File: src/rtl/dcd_pkg.sv
package dcd_pkg;

    localparam int MAIN_HI_W  = 5;  // main CPU A15..A11
    localparam int SND_HI_W   = 3;  // sound CPU A15..A13
    localparam int MAIN_SEL_N = 10;
    localparam int SND_SEL_N  = 2;

    // main select bit positions
    localparam int MS_TILE  = 0;
    localparam int MS_WORK0 = 1;
    localparam int MS_WORK1 = 2;
    localparam int MS_WORK2 = 3;
    localparam int MS_SHRAM = 4;
    localparam int MS_IO    = 5;
    localparam int MS_STAR  = 6;
    localparam int MS_ROM0  = 7;
    localparam int MS_ROM1  = 8;
    localparam int MS_ROM2  = 9;

    // sound select bit positions
    localparam int SS_SHRAM = 0;
    localparam int SS_ROM   = 1;

    typedef struct packed {
        logic main_ie;
        logic snd_ie;
        logic peer_run;
        logic io_run;
        logic main_irq;
        logic snd_irq;
    } ctrl_t;

endpackage

File: src/rtl/dcd_main_map.sv
module dcd_main_map
    import dcd_pkg::*;
(
    input  logic                  valid,
    input  logic                  wr,
    input  logic [MAIN_HI_W-1:0]  a_hi,
    output logic [MAIN_SEL_N-1:0] sel,
    output logic                  ie_wr,
    output logic                  peer_wr,
    output logic                  io_wr,
    output logic                  kick,
    output logic                  latch_bit
);

    // a_hi[0] is A11, the data bit of every main control latch
    assign latch_bit = a_hi[0];

    always_comb begin
        sel     = '0;
        ie_wr   = 1'b0;
        peer_wr = 1'b0;
        io_wr   = 1'b0;
        kick    = 1'b0;
        if (valid) begin
            casez (a_hi)
                5'b00000: sel[MS_TILE]  = 1'b1;
                5'b00001: sel[MS_WORK0] = 1'b1;
                5'b00010: sel[MS_WORK1] = 1'b1;
                5'b00011: sel[MS_WORK2] = 1'b1;
                5'b01100: sel[MS_SHRAM] = 1'b1;
                5'b01101: sel[MS_IO]    = 1'b1;
                5'b0111?: begin
                    if (wr)          ie_wr = 1'b1;
                    else if (a_hi[0]) kick = 1'b1;
                end
                5'b1000?: begin
                    if (wr) peer_wr = 1'b1;
                    else    sel[MS_ROM0] = 1'b1;
                end
                5'b1001?: begin
                    if (wr) io_wr = 1'b1;
                    else    sel[MS_ROM0] = 1'b1;
                end
                5'b10100: begin
                    if (wr) sel[MS_STAR] = 1'b1;
                    else    sel[MS_ROM0] = 1'b1;
                end
                5'b10101, 5'b1011?: begin
                    if (!wr) sel[MS_ROM0] = 1'b1;
                end
                5'b110??: begin
                    if (!wr) sel[MS_ROM1] = 1'b1;
                end
                5'b111??: begin
                    if (!wr) sel[MS_ROM2] = 1'b1;
                end
                default: ;
            endcase
        end
    end

endmodule

File: src/rtl/dcd_snd_map.sv
module dcd_snd_map
    import dcd_pkg::*;
(
    input  logic                 valid,
    input  logic                 wr,
    input  logic [SND_HI_W-1:0]  a_hi,
    output logic [SND_SEL_N-1:0] sel,
    output logic                 ie_wr,
    output logic                 kick,
    output logic                 latch_bit
);

    // a_hi[0] is A13, the data bit of the sound interrupt enable
    assign latch_bit = a_hi[0];

    always_comb begin
        sel   = '0;
        ie_wr = 1'b0;
        kick  = 1'b0;
        if (valid) begin
            casez (a_hi)
                3'b000: sel[SS_SHRAM] = 1'b1;
                3'b001: kick = 1'b1;
                3'b01?: ie_wr = wr;
                3'b11?: sel[SS_ROM] = ~wr;
                default: ;
            endcase
        end
    end

endmodule

File: src/rtl/dcd_ctrl.sv
module dcd_ctrl
    import dcd_pkg::*;
(
    input  logic  clk,
    input  logic  rst_n,
    input  logic  vblank,
    input  logic  m_ie_wr,
    input  logic  m_peer_wr,
    input  logic  m_io_wr,
    input  logic  m_bit,
    input  logic  s_ie_wr,
    input  logic  s_bit,
    output ctrl_t ctrl
);

    ctrl_t st_d, st_q;

    always_comb begin
        st_d = st_q;
        if (m_ie_wr)   st_d.main_ie  = m_bit;
        if (m_peer_wr) st_d.peer_run = m_bit;
        if (m_io_wr)   st_d.io_run   = m_bit;
        if (s_ie_wr)   st_d.snd_ie   = s_bit;
        // request follows the enable in force after this cycle's write
        st_d.main_irq = st_d.main_ie & (st_q.main_irq | vblank);
        st_d.snd_irq  = st_d.snd_ie  & (st_q.snd_irq  | vblank);
    end

    always_ff @(posedge clk or negedge rst_n) begin
        if (!rst_n) st_q <= '0;
        else        st_q <= st_d;
    end

    assign ctrl = st_q;

endmodule

File: src/rtl/dcd_wdog.sv
module dcd_wdog #(
    parameter int WDOG_FRAMES = 8
) (
    input  logic clk,
    input  logic rst_n,
    input  logic vblank,
    input  logic kick,
    output logic fire
);

    localparam int CW = $clog2(WDOG_FRAMES + 1);
    localparam logic [CW-1:0] LAST = CW'(WDOG_FRAMES - 1);

    typedef struct packed {
        logic [CW-1:0] cnt;
        logic          fire;
    } wd_t;

    wd_t wd_d, wd_q;

    always_comb begin
        wd_d      = wd_q;
        wd_d.fire = 1'b0;
        if (kick) begin
            wd_d.cnt = '0;
        end else if (vblank) begin
            if (wd_q.cnt == LAST) begin
                wd_d.cnt  = '0;
                wd_d.fire = 1'b1;
            end else begin
                wd_d.cnt = wd_q.cnt + 1'b1;
            end
        end
    end

    always_ff @(posedge clk or negedge rst_n) begin
        if (!rst_n) wd_q <= '0;
        else        wd_q <= wd_d;
    end

    assign fire = wd_q.fire;

endmodule

File: src/rtl/dual_cpu_decode.sv
module dual_cpu_decode
    import dcd_pkg::*;
#(
    parameter int WDOG_FRAMES = 8
) (
    input  logic                  clk,
    input  logic                  rst_n,
    input  logic                  vblank,
    input  logic                  main_valid,
    input  logic                  main_wr,
    input  logic [MAIN_HI_W-1:0]  main_addr_hi,
    input  logic                  snd_valid,
    input  logic                  snd_wr,
    input  logic [SND_HI_W-1:0]   snd_addr_hi,
    output logic [MAIN_SEL_N-1:0] main_sel,
    output logic [SND_SEL_N-1:0]  snd_sel,
    output logic                  main_irq,
    output logic                  snd_irq,
    output logic                  peer_reset,
    output logic                  sound_on,
    output logic                  io_reset,
    output logic                  main_reset
);

    logic  m_ie_wr, m_peer_wr, m_io_wr, m_kick, m_bit;
    logic  s_ie_wr, s_kick, s_bit;
    ctrl_t ctrl;

    dcd_main_map u_main (
        .valid     (main_valid),
        .wr        (main_wr),
        .a_hi      (main_addr_hi),
        .sel       (main_sel),
        .ie_wr     (m_ie_wr),
        .peer_wr   (m_peer_wr),
        .io_wr     (m_io_wr),
        .kick      (m_kick),
        .latch_bit (m_bit)
    );

    dcd_snd_map u_snd (
        .valid     (snd_valid),
        .wr        (snd_wr),
        .a_hi      (snd_addr_hi),
        .sel       (snd_sel),
        .ie_wr     (s_ie_wr),
        .kick      (s_kick),
        .latch_bit (s_bit)
    );

    dcd_ctrl u_ctrl (
        .clk       (clk),
        .rst_n     (rst_n),
        .vblank    (vblank),
        .m_ie_wr   (m_ie_wr),
        .m_peer_wr (m_peer_wr),
        .m_io_wr   (m_io_wr),
        .m_bit     (m_bit),
        .s_ie_wr   (s_ie_wr),
        .s_bit     (s_bit),
        .ctrl      (ctrl)
    );

    dcd_wdog #(.WDOG_FRAMES(WDOG_FRAMES)) u_wdog (
        .clk    (clk),
        .rst_n  (rst_n),
        .vblank (vblank),
        .kick   (m_kick | s_kick),
        .fire   (main_reset)
    );

    assign main_irq   = ctrl.main_irq;
    assign snd_irq    = ctrl.snd_irq;
    assign peer_reset = ~ctrl.peer_run;
    assign sound_on   = ctrl.peer_run;
    assign io_reset   = ~ctrl.io_run;

endmodule

File: config.mk
export PLATFORM = sky130hd
export DESIGN_NAME = dual_cpu_decode
export DESIGN_NICKNAME = d
export VERILOG_FILES = /design/src/rtl/dcd_pkg.sv /design/src/rtl/dcd_main_map.sv /design/src/rtl/dcd_snd_map.sv /design/src/rtl/dcd_ctrl.sv /design/src/rtl/dcd_wdog.sv /design/src/rtl/dual_cpu_decode.sv
export SDC_FILE = /design/constraint.sdc
export NUM_CORES = 1
export LEC_CHECK = 0
export BUFFER_PORTS_ARGS = -buffer_cell sky130_fd_sc_hd__buf_4
export CAP_MARGIN = 5
export CORE_MARGIN = 3
export CORE_UTILIZATION = 40
export DETAILED_ROUTE_END_ITERATION = 7
export PLACE_DENSITY = 0.83
export SLEW_MARGIN = 20
export SYNTH_ARGS = -nofsm -noshare
export SYNTH_HDL_FRONTEND = slang
export SYNTH_HIERARCHICAL = 1
export SYNTH_SLANG_ARGS = --single-unit
File: constraint.sdc
create_clock -name clk -period 1.2 [get_ports clk]
set_clock_uncertainty 0.1 [all_clocks]
set_input_delay 0.06 -clock clk [delete_from_list [all_inputs] [get_ports clk]]
set_output_delay 0.06 -clock clk [all_outputs]
set_load 0.02 [all_outputs]
== Word level (Yosys, flattened, before mapping) ==
Cells that the tools add are included.

* Output and inout bits: 18
* Input port bits: 15
* Register bits: 11
* Logic and storage cells: 75

* Add/subtract/negate cells: 1
* Muxes and demuxes: 37
* Bitwise gates (word level): 8
* Reduce and logical (&&, ||, !) cells: 4
* Eq/ne operators: 17

{| class="wikitable"
|+ Operators by type and width
! cell !! count
|-
| 1-bit two-way mux || 32
|-
| 4-bit equality test (second input constant) || 3
|-
| 5-bit by 2-bit equality test with 1-bit output (second input constant) || 2
|-
| 5-bit by 4-bit equality test with 1-bit output (second input constant) || 2
|-
| 5-bit equality test (second input constant) || 2
|-
| 10-bit two-way mux || 1
|-
| 4-bit by 3-bit equality test with 1-bit output (second input constant) || 2
|-
| 4-bit two-way mux || 2
|-
| 3-bit equality test (second input constant) || 2
|-
| 5-bit by 1-bit equality test with 1-bit output (second input constant) || 1
|-
| 5-bit zero test || 1
|-
| 5-bit two-way mux || 1
|-
| 5-bit OR reduction || 1
|-
| 4-bit by 1-bit adder with 4-bit output (second input constant) || 1
|-
| 3-bit by 1-bit equality test with 1-bit output (second input constant) || 1
|-
| 3-bit zero test || 1
|-
| 1-bit NOT || 3
|-
| 1-bit OR || 3
|-
| 1-bit bitwise AND || 2
|-
| 2-bit by 1-bit equality test with 1-bit output (second input constant) || 1
|-
| 2-bit equality test (second input constant) || 1
|-
| 2-bit two-way mux || 1
|-
| 2-bit nonzero test || 1
|}

== Logic depth before layout (Yosys ltp) ==
Gate-level depths: netlist (run 1).

* Word-level depth: 6
* Depth in mapped cells: 6

== Modules after synthesis ==
Netlist (run 1), hierarchy kept.

{| class="wikitable"
|+ By module, submodules not included
! module !! times used !! cells an instance !! area each (um2)
|-
| dcd_wdog || 1 || 21 || 254.0
|-
| dcd_ctrl || 1 || 12 || 217.7
|-
| dcd_main_map || 1 || 24 || 147.6
|-
| dcd_snd_map || 1 || 5 || 55.1
|-
| dual_cpu_decode || 1 || 3 || 13.8
|}

== Worst setup path before layout (run 1) ==
OpenSTA, ideal clock, no wires.

* Path type: input -> register
* Start: input port main_addr_hi[1]
* End: register u_wdog/wd_q[4] (netlist name)
* Stages on the path: 6
* Setup time: 0.125 ns
* Path buffers: 1
* Data arrival time: 1.077 ns
* Setup slack: -0.102 ns
* Data required time: 0.975 ns
* Cell sequence: clkbuf_1 -> nand2_1 -> nor3_1 -> or2_1 -> and2b_1 -> mux2_4

* Longest elaborated chain between the ends: 5

{| class="wikitable"
|+ Ends and longest elaborated chain
! what !! RTL line !! text
|-
| start, declared || dual_cpu_decode.sv:11 || <nowiki>input logic [MAIN_HI_W-1:0] main_addr_hi,</nowiki>
|-
| 4-bit by 3-bit equality test with 1-bit output (*) || dcd_main_map.sv:25 || <nowiki>casez (a_hi)</nowiki>
|-
| 1-bit two-way mux (*) || dcd_main_map.sv:25 ||
|-
| 1-bit two-way mux (*) || dcd_main_map.sv:24 || <nowiki>if (valid) begin</nowiki>
|-
| via m_kick || dual_cpu_decode.sv:25 || <nowiki>logic m_ie_wr, m_peer_wr, m_io_wr, m_kick, m_bit;</nowiki>
|-
| 1-bit OR (*) || dual_cpu_decode.sv:68 || <nowiki>.kick (m_kick | s_kick),</nowiki>
|-
| 4-bit two-way mux or 2-bit nonzero test (tied branches) || n/a ||
|-
| end signal, assigned || dcd_wdog.sv:38 || <nowiki>else wd_q <= wd_d;</nowiki>
|-
| end, declared || dcd_wdog.sv:19 || <nowiki>wd_t wd_d, wd_q;</nowiki>
|}

The timed path passes the listed nets; every way through them passes the cells marked *.
A chain may end at the register's enable or synchronous reset.

== Final worst setup path (run 1) ==
* Start: input port main_addr_hi[2]
* End: output port main_sel[2]

* Longest elaborated chain between the ends: 3

{| class="wikitable"
|+ Ends and longest elaborated chain
! what !! RTL line !! text
|-
| 5-bit by 2-bit equality test with 1-bit output || dcd_main_map.sv:25 ||
|-
| 1-bit two-way mux || dcd_main_map.sv:25 ||
|-
| 10-bit two-way mux || dcd_main_map.sv:24 ||
|-
| end, declared || dual_cpu_decode.sv:15 || <nowiki>output logic [MAIN_SEL_N-1:0] main_sel,</nowiki>
|}

Every way passes these cells.

==> metrics.md, run 1 <==
| Metric | Value |
|---|---|
| FMAX | `slightly above 800 MHz` |
| Setup CP Type | `in -> out` |
| Die area | `0.00225 mm^2` |
| Clock root buffer | `clkbuf_4` |
| HP Class | `in -> async` |
| Die height | `47.5 um` |
| Io pins | `33` |
| Final period utilization | `101%` |
| Required time worst endpoint | `1040 ps` |
| Max stage delay on crit path | `570 ps` |
| Yosys reg bits | `11` |
| Width of the die | `47.5 um` |
| Static Leak | `~0.00055 uW` |
| Setup violations, final | `1` |
| Synth-to-Final Area Change | `58.9%` |
| Total CTS buffers | `3` |
| Crit-path max FO | `4` |
| Core area | `0.00156 mm^2` |
| Clk_lat worst skew | `270 ps` |
| Wl on met1 | `701 um` |
| Syn Inst Count | `65` |
| Cell Rows | `14` |
| Synthesized cell area | `688 um^2` |
| Fin nets | `about 130` |
| Grt ovf | `0` |
| Antenna cells | `0` |
| Peak supply drop | `between 0.001 and 0.0015 V` |
| WP buf/inv | `2` |
| Cell Chain, Critical Path | `buf_6, or4b_4, nor3b_2, buf_4` |
| DRC viols | `0` |
| Mean post-synth cell area | `~11 um^2` |
| Final Slew Violations | `0` |
| Cell area after placement | `0.00102 mm^2` |
| Critical Path Source Type | `primary input` |
| Clock Tree Buf Depth | `2` |
| Worst slack, placed | `-121 ps` |
| PwrDens | `1330 mW/mm^2` |
| CTS tree | `done` |
| Final worst slack | `-9.00 ps` |
| Total power | `1450 uW` |
| Slew margin rel. | `81.7%` |
| Fillers | `119` |
| Area share of the largest cell type after synthesis | `40.0%` |
| Starting Density | `44.1%` |
| Synth area leaders | `dfrtp_1, mux2_4, nand4b_1` |
| Via Count | `~690` |
| Top delay family on crit path | `simple AND/OR/NAND/NOR gates` |
| CTS sink cnt | `11` |
| CP max-delay cell | `or4b_4` |
| Final hold slack | `59.4 ps` |
| Finished Layout Cells | `approximately 130` |
| CP Data Arrival Time | `1050 ps` |
| Share of layout cells above drive strength 1 | `54.5%` |
| Drt first pass iters | `4` |
| GP Congestion | `0.826` |
| Violated checks | `setup timing` |
| Post-route cell area | `0.00109 mm^2` |
| Met3 WL | `81 um` |
| Status | `finished, violations left` |
| Routed WL per cell | `approximately 15 um` |
| PortBufs | `32` |
| Yosys cell types | `30` |
| CP Capture Type | `primary output` |
| H-tree depth | `1` |
| Max-cap violations | `0` |
| Top Layer Used | `met4` |
| Synth Warn # | `6` |
| DP HPWL | `1.51 mm` |
| Placed cells | `121` |
| Synthesized net count | `a little over 80` |
| DRT Wirelength | `1.86 mm` |
| Vias in the first global route | `around 650` |
| RSZ-0062 raised after global routing | `yes` |
| Largest net degree at the start of global routing | `12` |
| Tot GR Track Use | `18.0%` |
| First-pass GRT wire length | `~2.8 mm` |
| Via density | `5.38` |
| Initial antenna violation count | `0` |
| Final ANT Viol Nets | `0` |
| Least-Margin Pin Slew | `roughly 270 ps` |
| Post-layout minimum cycle time | `1210 ps` |
| Reg clk slew, reported paths | `70 ps` |
| Hold Violations, Final | `0` |
| Met2 wire len | `1.07 mm` |
| Seq/Total Area, Yosys | `40.0%` |
| First DRT Iteration DRCs | `9` |
| Cell accounting for the most synthesized area | `dfrtp_1` |
==> Yosys cell counts <==
cell      instances
or4b_4            1
xnor2_1           1
mux2_2            2
o21a_1            2
nor4_1            1
and4b_1           2
and4bb_2          1
inv_1             3
nand2b_1          1
clkbuf_1          1
and4bb_1          1
or2_1             1
dfrtp_1          11
buf_4             3
a21bo_1           1
nor3_1            6
nor4b_2           1
and2b_1           1
nand4b_1          4
nor4bb_1          1
nand4_1           1
nor3b_2           1
a21oi_1           1
nor3b_1           1
mux2i_1           1
nand2_1           2
mux2_4            3
ha_1              1
nand3b_1          1
nor2_1            8
==> per-layer routing <==
metal | vias to the layer above | track usage [%]
met5 | - | 0
met4 | 0 | 3.31
met3 | 2 | 4.51
met2 | 17 | 35.8
met1 | 340 | 18.8
li1 | 330 | -
==> flip-flops by register name, summed over array words and instances, names as in the netlist <==
signal / count
u_ctrl/ctrl: 6
u_wdog/wd_q: 4
u_wdog/fire: 1
==> layout make-up <==
class	instances	area [um^2]	area share (%)
timing repair buffer	47	369	33.8
inverter	3	11.3	1.03
multi-input combinational	47	392	35.8
sequential	11	275	25.2
clock buffer	4	26.3	2.40
tap	16	20.0	1.83
==> what timing repair did <==
item,CTS,global route
buffers inserted,1,0
setup endpoints to repair,2,2
pin swaps,2,2
gates resized for setup,4,2
endpoints found under the hold margin,13,0
hold buffers,2,0
cloned,0,0
==> cell usage in the layout (no fill, tap or decap), types with 2 or more instances in the layout <==
master / synthesis / routed
buf_6: 0 / 3
o21a_1: 2 / 2
and4b_1: 2 / 2
nand4b_1: 4 / 4
nor2_1: 8 / 8
inv_1: 3 / 3
mux2_2: 2 / 2
clkbuf_4: 0 / 3
nand2_1: 2 / 2
nor3_1: 6 / 4
buf_4: 3 / 42
dlygate4sd3_1: 0 / 2
mux2_4: 3 / 3
nor3_2: 0 / 2
dfrtp_1: 11 / 11
==> path summary, 6_finish.rpt <==
kind                                      start             end  slack [ps]  depth (start not counted)
worst max register to register   u_wdog/wd_q[2]  u_wdog/wd_q[1]          20                          3
worst max-delay path            main_addr_hi[2]     main_sel[2]          -9                          4
worst min-delay path                      rst_n  u_ctrl/ctrl[1]          60                          2
max in group asynchronous                 rst_n  u_ctrl/ctrl[3]         790                          2
min in group clk                 snd_addr_hi[0]  u_ctrl/ctrl[4]          60                          3
worst min register to register   u_ctrl/ctrl[1]  u_ctrl/ctrl[1]         390                          1
==> where the power goes <==
part	internal, uW	total, uW	switching, uW
clock network	128	243	114
logic	373	655	281
registers	480	558	78.2
total	982	1450	473
==> cells by family after synthesis <==
family	after synthesis	synth area share (%)
AO/OA/AOI/OAI	4	4.36
AND/OR/NAND/NOR	35	35.8
buffers and inverters	7	5.45
multiplexers	6	11.3
XOR/XNOR	1	1.27
adder cells (fa/ha/maj)	1	1.82
flip-flops	11	40.0
==> metrics by stage <==
step                TNS, ps  utilization, %
floorplan             -71.2               -
global placement       -205            65.2
detailed placement     -376            65.2
CTS                   -25.2            69.7
global route          -36.4            70.1
finish                -9.00            70.1
Note: power is estimated with default switching activity, not from simulation.
==> run 2, diff against run 1 <==
--- a/config.mk
+++ b/config.mk
@@ -8,11 +8,10 @@
 export BUFFER_PORTS_ARGS = -buffer_cell sky130_fd_sc_hd__buf_4
 export CAP_MARGIN = 5
 export CORE_MARGIN = 3
-export CORE_UTILIZATION = 40
+export CORE_UTILIZATION = 39
 export DETAILED_ROUTE_END_ITERATION = 7
-export PLACE_DENSITY = 0.83
+export PLACE_DENSITY = 0.82
 export SLEW_MARGIN = 20
 export SYNTH_ARGS = -nofsm -noshare
 export SYNTH_HDL_FRONTEND = slang
-export SYNTH_HIERARCHICAL = 1
 export SYNTH_SLANG_ARGS = --single-unit
==> metrics.md, run 2 <==
| Metric | Value |
|---|---|
| PwrDens | `1140 mW/mm^2 (was 1330 mW/mm^2)` |
| Core area | `0.00156 mm^2 (unchanged)` |
| Die area | `0.00225 mm^2 (about the same)` |
| Static Leak | `0.000509 uW (was 0.000546 uW)` |
| Wl on met1 | `680 um (was 701 um)` |
| Reg clk slew, reported paths | `70 ps (about the same)` |
| RSZ-0062 raised after global routing | `yes (unchanged)` |
| CTS sink cnt | `11 (unchanged)` |
| Antenna cells | `0 (unchanged)` |
| Vias in the first global route | `622 (was 654)` |
| H-tree depth | `1 (unchanged)` |
| Starting Density | `42.9% (was 44.1%)` |
| Share of layout cells above drive strength 1 | `50.0% (was 54.5%)` |
| Least-Margin Pin Slew | `445 ps (was 272 ps)` |
| Slew margin rel. | `70.3% (was 81.7%)` |
| Yosys cell types | `29 (was 30)` |
| Final period utilization | `102% (was 101%)` |
| First DRT Iteration DRCs | `6 (was 9)` |
| Tot GR Track Use | `15.5% (was 18.0%)` |
| Clock root buffer | `clkbuf_4 (unchanged)` |
| Synthesized cell area | `669 um^2 (was 688 um^2)` |
| Status | `finished, violations left (unchanged)` |
| TNS Setup | `-29.6 ps (was -9.00 ps)` |
| Commonest non-fill, non-tap cell in the layout | `buf_4 (unchanged)` |
| Cell Rows | `14 (unchanged)` |
| Routed WL per cell | `13.3 um (was 14.6 um)` |
| Peak supply drop | `0.000832 V (was 0.00120 V)` |
| Asr flop ratio synth | `100% (unchanged)` |
| GP Congestion | `0.817 (was 0.826)` |
| Count leader, synth | `dfrtp_1 (unchanged)` |
| Via density | `5.29 (was 5.38)` |
| Violated checks | `setup timing (unchanged)` |
| CTS tree | `done (unchanged)` |
| PortBufs | `32 (unchanged)` |
| Max reg flops | `6 (unchanged)` |
| Syn Inst Count | `70 (was 65)` |
| Area share of the largest cell type after synthesis | `41.1% (was 40.0%)` |
| Clock Tree Buf Depth | `2 (unchanged)` |
| DP HPWL | `1.38 mm (was 1.51 mm)` |
| DRC viols | `0 (unchanged)` |
| Max-cap violations | `0 (unchanged)` |
| Drt first pass iters | `3 (was 4)` |
| Grt ovf | `0 (unchanged)` |
| Met3 WL | `117 um (was 81 um)` |
| Commonest cells after routing, fill and taps aside | `buf_4, dfrtp_1, nor2_1 (unchanged)` |
| Clk_lat worst skew | `250 ps (was 270 ps)` |
| Hold Violations, Final | `0 (unchanged)` |
| Synth-to-Final Area Change | `59.4% (was 58.9%)` |
| Fin nets | `133 (was 129)` |
| First-pass GRT wire length | `2.55 mm (was 2.80 mm)` |
| Initial antenna violation count | `0 (unchanged)` |
| Critical Path Source Type | `register (was primary input)` |
| Crit-path max FO | `4 (unchanged)` |
| Fillers | `133 (was 119)` |
| Total CTS buffers | `3 (unchanged)` |
| Largest net degree at the start of global routing | `12 (unchanged)` |
| Setup CP Type | `reg -> reg (was in -> out)` |
| Mean post-synth cell area | `9.56 um^2 (was 10.6 um^2)` |
| Final ANT Viol Nets | `0 (unchanged)` |
| Most used DFF post-synth | `dfrtp_1 (unchanged)` |
| Via Count | `698 (was 689)` |
| CP Data Arrival Time | `1320 ps (was 1050 ps)` |
| Synth cell count leaders | `dfrtp_1, nor2_1, nand2_1 (was dfrtp_1, nor2_1, nor3_1)` |
| Final worst slack | `-29.6 ps (was -9.00 ps)` |
| HP Class | `in -> reg (was in -> async)` |
| Synth area leaders | `dfrtp_1, mux2_2, nor2_1 (was dfrtp_1, mux2_4, nand4b_1)` |
| Die height | `47.4 um (was 47.5 um)` |
| Placed cells | `124 (was 121)` |
| Post-synth EDFFs | `0 (unchanged)` |
| CP Capture Type | `register (was primary output)` |
| Io pins | `33 (unchanged)` |
| Top Layer Used | `met4 (unchanged)` |
| Yosys reg bits | `11 (unchanged)` |
| Post-layout minimum cycle time | `1230 ps (was 1210 ps)` |
| Final hold slack | `13.4 ps (was 59.4 ps)` |
| Width of the die | `47.4 um (was 47.5 um)` |
| Cell accounting for the most synthesized area | `dfrtp_1 (unchanged)` |
| Total power | `1220 uW (was 1450 uW)` |
| Synth Warn # | `0 (was 6)` |
| Required time worst endpoint | `1290 ps (was 1040 ps)` |
| Setup violations, final | `1 (unchanged)` |
| Met2 wire len | `958 um (was 1.07 mm)` |
| Finished Layout Cells | `132 (was 128)` |
| Seq/Total Area, Yosys | `41.1% (was 40.0%)` |
| FMAX | `813 MHz (was 827 MHz)` |
| DRT Wirelength | `1.76 mm (was 1.86 mm)` |
| Final Slew Violations | `0 (unchanged)` |
| Synthesized net count | `86 (was 81)` |
## run 2: changes by cell type after synthesis, moves of 2 or more
cell,change
nand2_1,+4
buf_2,+3
buf_4,-3
mux2_4,-3
nor3_1,-3
o21ai_0,+3
mux2_2,+2
nor4_1,+2
## run 2: worst paths after layout
kind                                start             end  slack (ps)  cells after the start
setup / recovery           u_wdog.wd_q[1]  u_wdog.wd_q[4]         -30                      3
min in group asynchronous           rst_n  u_ctrl.ctrl[0]          70                      2
setup reg to reg           u_wdog.wd_q[1]  u_wdog.wd_q[4]         -30                      3
hold / removal                     vblank     u_wdog.fire          10                      3
max in group asynchronous           rst_n  u_ctrl.ctrl[5]         790                      2
hold reg to reg            u_ctrl.ctrl[4]  u_ctrl.ctrl[4]         400                      1
## run 2: layout make-up
type / instances / area (um^2) / area share (%)
Clock buffer: 4 / 26.3 / 2.46
Inverter: 4 / 15.0 / 1.41
Tap cell: 16 / 20.0 / 1.88
Timing Repair Buffer: 46 / 364 / 34.1
Multi-Input combinational cell: 51 / 367 / 34.3
Sequential cell: 11 / 275 / 25.8
## run 2: cells by family (layout without fill, tap and decap cells)
| logic type | count (synthesis) | in the layout | synth area share (%) |
|---|---|---|---|
| adder cells (fa/ha/maj) | 1 | 1 | 1.87 |
| AO/OA/AOI/OAI | 7 | 7 | 7.29 |
| multiplexers | 6 | 6 | 9.72 |
| buffers and inverters | 8 | 54 | 6.17 |
| XOR/XNOR | 1 | 1 | 1.31 |
| AND/OR/NAND/NOR | 36 | 36 | 32.5 |
| flip-flops | 11 | 11 | 41.1 |
## run 2: timing repair
item,CTS,global route
endpoints found under the setup margin,2,4
setup buffers,1,0
resized for setup,4,2
pin swaps,3,1
hold endpoints to repair,13,0
hold buffers,3,0
## run 2: stage by stage
| step | worst slack [ps] | util (%) | instance area (um^2) |
|---|---|---|---|
| 4_1_cts | -21.4 | 68.3 | 1060 |
| 2_1_floorplan | -4.21 | - | 677 |
| 3_3_place_gp | -37.2 | 63.2 | 986 |
| 3_5_place_dp | -61.0 | 63.2 | 986 |
| 6_report | -29.6 | 68.5 | 1070 |
| 5_1_grt | -59.5 | 68.5 | 1070 |
## run 2: critical path, cell delays in order, from the launching register on
cell and delay (ps):
dfrtp_1 420, ha_2 200, or3_1 320, a21oi_2 130
## run 2: power breakdown
part           total, uW  internal (uW)  switching [uW]
logic                442            229             213
clock network        239            128             111
registers            540            466            73.4
## run 2: layer usage
metal / vias up / global-route usage, %
met1: 331 / 17.2
li1: 342 / -
met5: - / 0
met4: 0 / 4.42
met3: 2 / 1.50
met2: 23 / 30.5
==> run 3, diff against run 2 <==
--- a/config.mk
+++ b/config.mk
@@ -8,10 +8,12 @@
 export BUFFER_PORTS_ARGS = -buffer_cell sky130_fd_sc_hd__buf_4
 export CAP_MARGIN = 5
 export CORE_MARGIN = 3
-export CORE_UTILIZATION = 39
+export CORE_UTILIZATION = 40
 export DETAILED_ROUTE_END_ITERATION = 7
-export PLACE_DENSITY = 0.82
+export MAX_ROUTING_LAYER = met4
+export PLACE_DENSITY = 0.83
 export SLEW_MARGIN = 20
 export SYNTH_ARGS = -nofsm -noshare
 export SYNTH_HDL_FRONTEND = slang
+export SYNTH_HIERARCHICAL = 1
 export SYNTH_SLANG_ARGS = --single-unit
==> metrics.md, run 3 (synthesis gave the netlist of run 1 again) <==
| Metric | Value |
|---|---|
| Routed WL per cell | `14.5 um (was 13.3 um)` |
| Static Leak | `0.000546 uW (was 0.000509 uW)` |
| PwrDens | `1330 mW/mm^2 (was 1140 mW/mm^2)` |
| Io pins | `33 (unchanged)` |
| DP HPWL | `1.51 mm (was 1.38 mm)` |
| Die area | `0.00225 mm^2 (about the same)` |
| Critical Path Source Type | `primary input (was register)` |
| Placed cells | `121 (was 124)` |
| Share of layout cells above drive strength 1 | `54.5% (was 50.0%)` |
| Drt first pass iters | `4 (was 3)` |
| Max stage delay on crit path | `570 ps (was 420 ps)` |
| CTS sink cnt | `11 (unchanged)` |
| Final hold slack | `61.1 ps (was 13.4 ps)` |
| RSZ-0062 raised after global routing | `yes (unchanged)` |
| Initial antenna violation count | `0 (unchanged)` |
| H-tree depth | `1 (unchanged)` |
| CTS tree | `done (unchanged)` |
| DRC viols | `0 (unchanged)` |
| GP Congestion | `0.838 (was 0.817)` |
| Crit-path max FO | `4 (unchanged)` |
| Setup CP Type | `in -> out (was reg -> reg)` |
| Max reg flops | `6 (unchanged)` |
| Die height | `47.5 um (was 47.4 um)` |
| Via Count | `679 (was 698)` |
| TNS Setup | `-9.00 ps (was -29.6 ps)` |
| Fin nets | `129 (was 133)` |
| DRT Wirelength | `1.86 mm (was 1.76 mm)` |
| Required time worst endpoint | `1040 ps (was 1290 ps)` |
| CP max-delay cell | `or4b_4 (was dfrtp_1)` |
| Post-layout minimum cycle time | `1210 ps (was 1230 ps)` |
| Least-Margin Pin Slew | `271 ps (was 445 ps)` |
| Finished Layout Cells | `128 (was 132)` |
| Vias in the first global route | `651 (was 622)` |
| Core area | `0.00156 mm^2 (unchanged)` |
| Cell Rows | `14 (unchanged)` |
| Peak supply drop | `0.00120 V (was 0.000832 V)` |
| Reg clk slew, reported paths | `70 ps (about the same)` |
| Clock Tree Buf Depth | `2 (unchanged)` |
| First DRT Iteration DRCs | `8 (was 6)` |
| Clock root buffer | `clkbuf_4 (unchanged)` |
| CP Capture Type | `primary output (was register)` |
| Violated checks | `setup timing (unchanged)` |
| Cell Chain, Critical Path | `buf_6, or4b_4, nor3b_2, buf_4 (was ha_2, or3_1, a21oi_2)` |
| Total power | `1450 uW (was 1220 uW)` |
| Commonest non-fill, non-tap cell in the layout | `buf_4 (unchanged)` |
| Tot GR Track Use | `18.6% (was 15.5%)` |
| Starting Density | `44.1% (was 42.9%)` |
| FMAX | `827 MHz (was 813 MHz)` |
| Status | `finished, violations left (unchanged)` |
| Final period utilization | `101% (was 102%)` |
| Largest net degree at the start of global routing | `12 (unchanged)` |
| Clk_lat worst skew | `260 ps (was 250 ps)` |
| Total CTS buffers | `3 (unchanged)` |
| Final Slew Violations | `0 (unchanged)` |
| PortBufs | `32 (unchanged)` |
| HP Class | `in -> reg (unchanged)` |
| Setup violations, final | `1 (unchanged)` |
| Final ANT Viol Nets | `0 (unchanged)` |
| Antenna cells | `0 (unchanged)` |
| CP Data Arrival Time | `1050 ps (was 1320 ps)` |
| Synth-to-Final Area Change | `58.9% (was 59.4%)` |
| Final worst slack | `-9.00 ps (was -29.6 ps)` |
| Slew margin rel. | `81.7% (was 70.3%)` |
| Hold Violations, Final | `0 (unchanged)` |
| Grt ovf | `0 (unchanged)` |
| First-pass GRT wire length | `2.81 mm (was 2.55 mm)` |
| Max-cap violations | `0 (unchanged)` |
| Commonest cells after routing, fill and taps aside | `buf_4, dfrtp_1, nor2_1 (unchanged)` |
| Via density | `5.30 (was 5.29)` |
| Width of the die | `47.5 um (was 47.4 um)` |
-- run 3: cell count changes in the layout (fill, tap and decap cells not counted), moves of 2 or more --
cell     change
nand2_1      -4
buf_6        +2
nor3_1       +2
nor4_1       -2
o21ai_0      -2
mux2_4       +3
mux2_2       -2
-- run 3: critical path: cells and delay by family --
kind / cells / cell delay (ps)
AND/OR/NAND/NOR: 2 / 740
buffers and inverters: 2 / 250
-- run 3: per-stage QoR --
step                setup slack (ps)  area, um^2  utilization [%]
floorplan                      -71.2         694                -
global placement                -112        1020             65.2
detailed placement              -121        1020             65.2
CTS                            -25.2        1090             69.7
global route                   -35.7        1090             70.1
finish                         -9.00        1090             70.1
-- run 3: layer usage --
layer,vias to the layer above,global-route usage [%],share of wire [%]
li1,330,-,-
met1,330,18.8,38
met2,19,35.8,58
met3,0,4.51,4.5
met4,0,3.31,0
met5,-,-,0
-- run 3: where the power goes --
part | internal (uW) | switching, uW
combinational | 373 | 280
clock | 128 | 112
sequential | 480 | 78.0
total | 981 | 471
-- run 3: repair_timing --
| item | CTS | global route |
|---|---|---|
| setup endpoints to repair | 2 | 2 |
| hold buffers | 2 | 0 |
| hold endpoints to repair | 13 | 0 |
| pin swaps | 2 | 2 |
| setup buffers | 1 | 0 |
| resized for setup | 4 | 2 |
-- run 3: final timing paths --
check / from / to / slack, ps / cells past startpoint
max: main_addr_hi[2] / main_sel[2] / -9 / 4
max reg2reg: u_wdog/wd_q[2] / u_wdog/wd_q[1] / 30 / 3
min: snd_addr_hi[0] / u_ctrl/ctrl[4] / 60 / 3
max in group asynchronous: rst_n / u_ctrl/ctrl[3] / 790 / 2
min in group asynchronous: rst_n / u_ctrl/ctrl[1] / 70 / 2
min reg2reg: u_ctrl/ctrl[1] / u_ctrl/ctrl[1] / 390 / 1
-- run 3: area by class of cell --
class | instances | area, um^2
Fill cell | 119 | 465
Multi-Input combinational cell | 47 | 392
Timing Repair Buffer | 47 | 369
Sequential cell | 11 | 275
Clock buffer | 4 | 26.3
Tap cell | 16 | 20.0
Inverter | 3 | 11.3
